<file path="src/rtl/dual_strobe_gen.sv">
module dual_strobe_gen #(
  parameter bit SYNC_EN = 1'b1,
  parameter int CNT_W   = 3
) (
  input  logic             clk_io,
  input  logic             rst_n,
  input  logic             gclk_in,
  input  logic             pll_locked_i,
  input  logic [1:0]       mode_i,
  input  logic [CNT_W-1:0] div_i,
  output logic             strobe0_o,
  output logic             strobe1_o,
  output logic             lock_o
);
  localparam logic [1:0] MODE_INDEP   = 2'b00;
  localparam logic [1:0] MODE_FOLLOW1 = 2'b10;
  localparam logic [CNT_W-1:0] CNT_ZERO = '0;
  localparam logic [CNT_W-1:0] CNT_ONE  = {{(CNT_W-1){1'b0}}, 1'b1};

  logic [2:0]       gsync;
  logic             gclk_rise;
  logic             start;
  logic             aligned;
  logic [CNT_W-1:0] cnt0, cnt1;
  logic             raw0, raw1;
  logic             dly0, dly1;

  always_ff @(posedge clk_io or negedge rst_n)
    if (!rst_n) gsync <= '0;
    else        gsync <= {gsync[1:0], gclk_in};

  assign gclk_rise = gsync[1] & ~gsync[2];

  generate
    if (SYNC_EN) begin : g_sync
      assign start = gclk_rise;
    end else begin : g_free
      assign start = ~aligned;
    end
  endgenerate

  always_ff @(posedge clk_io or negedge rst_n) begin
    if (!rst_n) begin
      aligned <= 1'b0;
      cnt0    <= CNT_ZERO;
      cnt1    <= CNT_ZERO;
    end else if (!pll_locked_i) begin
      aligned <= 1'b0;
      cnt0    <= CNT_ZERO;
      cnt1    <= CNT_ZERO;
    end else if (start) begin
      aligned <= 1'b1;
      cnt0    <= CNT_ZERO;
      cnt1    <= CNT_ZERO;
    end else if (aligned) begin
      cnt0 <= (cnt0 >= div_i) ? CNT_ZERO : cnt0 + CNT_ONE;
      cnt1 <= (cnt1 >= div_i) ? CNT_ZERO : cnt1 + CNT_ONE;
    end
  end

  assign raw0 = pll_locked_i & aligned & (cnt0 == CNT_ZERO);
  assign raw1 = pll_locked_i & aligned & (cnt1 == CNT_ZERO);

  always_ff @(posedge clk_io or negedge rst_n)
    if (!rst_n) begin
      dly0 <= 1'b0;
      dly1 <= 1'b0;
    end else begin
      dly0 <= raw0;
      dly1 <= raw1;
    end

  always_comb begin
    case (mode_i)
      MODE_INDEP: begin
        strobe0_o = raw0;
        strobe1_o = raw1;
      end
      MODE_FOLLOW1: begin
        strobe0_o = pll_locked_i & dly1;
        strobe1_o = raw1;
      end
      default: begin
        strobe0_o = raw0;
        strobe1_o = pll_locked_i & dly0;
      end
    endcase
  end

  assign lock_o = aligned;
endmodule

</file>
<file path="config.mk">
export PLATFORM = sky130hd
export DESIGN_NAME = dual_strobe_gen
export DESIGN_NICKNAME = d
export VERILOG_FILES = /design/src/rtl/dual_strobe_gen.sv
export SDC_FILE = /design/constraint.sdc
export NUM_CORES = 1
export LEC_CHECK = 0
export BUFFER_PORTS_ARGS = -buffer_cell sky130_fd_sc_hd__buf_2
export CORE_MARGIN = 5
export CORE_UTILIZATION = 57
export CTS_BUF_LIST = sky130_fd_sc_hd__clkbuf_4 sky130_fd_sc_hd__clkbuf_8
export DETAILED_ROUTE_END_ITERATION = 10
export GPL_TIMING_DRIVEN = 0
export PLACE_DENSITY = 0.8
export RECOVER_POWER = 25
export SETUP_SLACK_MARGIN = 0.1
export SKIP_CTS_REPAIR_TIMING = 1
export SYNTH_ARGS = -nofsm -noshare
export SYNTH_HDL_FRONTEND = slang
export SYNTH_SLANG_ARGS = --single-unit
</file>
<file path="constraint.sdc">
create_clock -name clk_io -period 2 [get_ports clk_io]
set_input_delay 0.4 -clock clk_io [delete_from_list [all_inputs] [get_ports clk_io]]
set_output_delay 0.4 -clock clk_io [all_outputs]
set_load 0.02 [all_outputs]
</file>
==> metrics.md <==
| Metric | Value |
|---|---|
| Die Ht | `46.08 um` |
| Clk Latency, worst-skew pair | `270 ps` |
| First-pass GRT wire length | `roughly 1900 um` |
| Post-Synthesis Cells | `between 60 and 70` |
| Xor/xnor share of the synthesized area | `0` |
| Status | `complete, no violations` |
| Reg power frac | `0.491` |
| Distinct cell type count after synthesis | `17` |
| Async S/R FF share, synth | `1.000` |
| Setup repair after global routing missed its margin | `yes` |
| Grt ovf | `0` |
| Drt initial violations | `1` |
| EDFF count, synth | `0` |
| Worst VDD drop | `0.4555 mV` |
| Final Hold Fails | `0` |
| Combinational family with the most area after synthesis | `compound AO/OA/AOI/OAI gates` |
| # port buffers | `11` |
| DP Worst Slack | `about 370 ps` |
| Syn_area_per_cell | `between 10 and 15 um^2` |
| Synthesized area | `around 740 um^2` |
| Adder-Cell Fraction of Synth Area | `0.1686` |
| Routability Congestion | `between 0.6 and 0.7` |
| Fin crit period | `between 1500 and 2000 ps` |
| CP startpoint kind | `register` |
| Nets | `106` |
| Endpoint class of the critical path | `output port` |
| Worst rel slew slack | `0.5875` |
| Clk slew on worst S/H paths | `about 70 ps` |
| Worst-Margin Slew | `roughly 620 ps` |
| Via Count | `517` |
| Sw frac | `0.2406` |
| #FFs+latches synth | `12` |
| Pint | `398.0 uW` |
| Initial antenna violation count | `0` |
| Syn nets | `86` |
| Top FF cell, synth | `dfrtp_1` |
| Layout cells sized above 1 | `0.3488` |
| Final worst slack | `between 150 and 200 ps` |
| Full die area | `about 2100 um^2` |
| Via density | `5.119` |
| HPWL Detailed | `a little over 900 um` |
| Largest stage delay, worst path | `approximately 410 ps` |
| Synth area leader | `dfrtp_1` |
| Crit Path Class | `register to output port` |
| DRC Markers | `0` |
| Area Overhead vs Synth | `21.59%` |
| Post-layout util | `0.7110` |
| Root Driver | `clkbuf_4` |
| Drt first pass iters | `2` |
| Combinational Power Share | `0.152` |
| Inserted Diodes | `0` |
| Max cap viols | `0` |
| Core Area | `about 1300 um^2` |
| Clock share of power | `0.358` |
| Routed Antenna Nets | `0` |
| DP Area | `815.8 um^2` |
| FF/Latch Area | `around 300 um^2` |
| Post-route setup TNS | `0 ps` |
| H-tree depth | `1` |
| Max Root-Sink Buffers | `2` |
| Post-synthesis mux area share | `0` |
| Worst Path Required | `between 1500 and 2000 ps` |
| Setup Skew | `about 1.6 ps` |
| Global Route Usage Sum | `0.1298` |
| NetSw | `around 130 uW` |
| Largest cells by area after synthesis | `dfrtp_1 (40%), ha_1 (17%), nor3b_2 (10%)` |
| Per-cell routed wire length | `11.59 um` |
| Register area share after synthesis | `0.4047` |
| List of most frequent post-synthesis cells | `dfrtp_1 (12), inv_1 (12), ha_1 (10)` |
| Cells along the critical path | `inv_1 -> ha_1 -> nor3b_4 -> o21ai_1 -> o31ai_1 -> buf_2` |
| Crit-path slowest cell | `dfrtp_1` |
| Fin area | `about 900 um^2` |
| Synth Area in Simple Gates | `0.1754` |
| Worst EP arrival | `1430 ps` |
| CTS tree | `yes` |
| Yosys warns | `0` |
| Multi-input gate area | `roughly 410 um^2` |
| Site Rows | `13` |
| Crit Path Max Fanout | `4` |
| Drt total wl | `approximately 1200 um` |
| Via count of the first global-routing pass | `496` |
| Initial Util | `0.5848` |
| Total CTS buffers | `3` |
| Fillers | `102` |
| Compound-Gate Fraction of Synth Area | `0.1906` |
| Clock sink total | `12` |
| Final setup violation count | `0` |
| Pwr Density | `slightly below 600 nW/um^2` |
| Max Freq | `between 500 and 600 MHz` |
| Leak | `around 0.45 nW` |
| Pins over their slew limit | `0` |
| IO Count | `12` |
| Fin crit share | `0.9134` |
| Synth top area share | `0.4047` |
| HP Class | `input pin to register` |
| Die W | `about 46 um` |
| Maximum number of pins on one net before global-route repair | `13` |
-- cells in the final DEF, fill, tap and decap left out --
cell / n
o21a_1: 1
or2b_1: 1
nor2b_1: 1
a21o_1: 2
nor3b_4: 1
dlygate4sd3_1: 1
buf_2: 9
buf_4: 4
ha_2: 1
clkbuf_4: 3
ha_1: 9
nand2_1: 6
nor3b_2: 5
nand3_1: 1
inv_2: 2
inv_1: 10
o41ai_2: 1
and2_4: 1
o21bai_1: 2
clkbuf_1: 1
nor3_1: 1
o31ai_1: 1
o21ai_1: 7
o2111ai_4: 2
clkbuf_8: 1
dfrtp_1: 12
-- layer usage --
metal | GRT usage | vias to the layer above | part of all wire
met4 | 0.08523 | 0 | 0.018
li1 | - | 267 | -
met3 | 0.03516 | 4 | 0.065
met2 | 0.2088 | 14 | 0.47
met5 | 0 | - | 0
met1 | 0.1491 | 232 | 0.44
-- metrics by stage --
step / cells / hold slack [ps] / total power, mW
floorplan: 67 / 104.4 / 0.3078
global placement: 93 / 283.2 / 0.3313
detailed placement: 93 / 290.2 / 0.3341
CTS: 97 / -10.67 / 0.5244
global route: 101 / 220.3 / 0.5616
finish: 101 / 232.5 / 0.5241
-- kinds of logic (layout without fill, tap and decap cells) --
family,after synthesis,after routing
compound gates,16,16
fa+ha+maj,10,10
buf+inv,12,31
flops,12,12
simple gates,17,17
-- area by class of cell --
type,instances,share of cell area
Clock buffer,4,0.04022
Inverter,12,0.04993
Multi-Input combinational cell,43,0.4577
Sequential cell,12,0.3329
Tap cell,15,0.02080
Timing Repair Buffer,15,0.09847
-- sequential cells by signal (all words and copies together), names as in the netlist --
signal	count
gsync	3
cnt0	3
lock_o	1
dly1	1
dly0	1
cnt1	3
-- worst max-delay path, delay by kind of cell (launching register included) --
family          cells  cell delay [ps]
flops               1              410
buf+inv             2              270
simple gates        1              180
fa+ha+maj           1              150
compound gates      2              140
-- worst paths after layout --
kind                              to  cells after the start      from  slack (ps)
max                        strobe0_o                      6   cnt0[1]         170
min                         gsync[0]                      1   gclk_in         230
max reg2reg                  cnt1[2]                      6   cnt1[1]         520
min reg2reg                 gsync[1]                      0  gsync[0]         360
max in group asynchronous       dly0                      2     rst_n         950
min in group asynchronous   gsync[2]                      2     rst_n         650
-- power by group through the flow --
| stage | combinational (mW) | sequential [mW] | clock, mW |
|---|---|---|---|
| 6_report | 0.0795 | 0.257 | 0.187 |
| 5_1_grt | 0.0898 | 0.258 | 0.213 |
| 4_1_cts | 0.0715 | 0.258 | 0.195 |
| 3_5_place_dp | 0.0713 | 0.263 | 0 |
| 3_3_place_gp | 0.0691 | 0.262 | 0 |
| 2_1_floorplan | 0.0449 | 0.263 | 0 |
No activity file was read; power rests on OpenSTA's default activity.
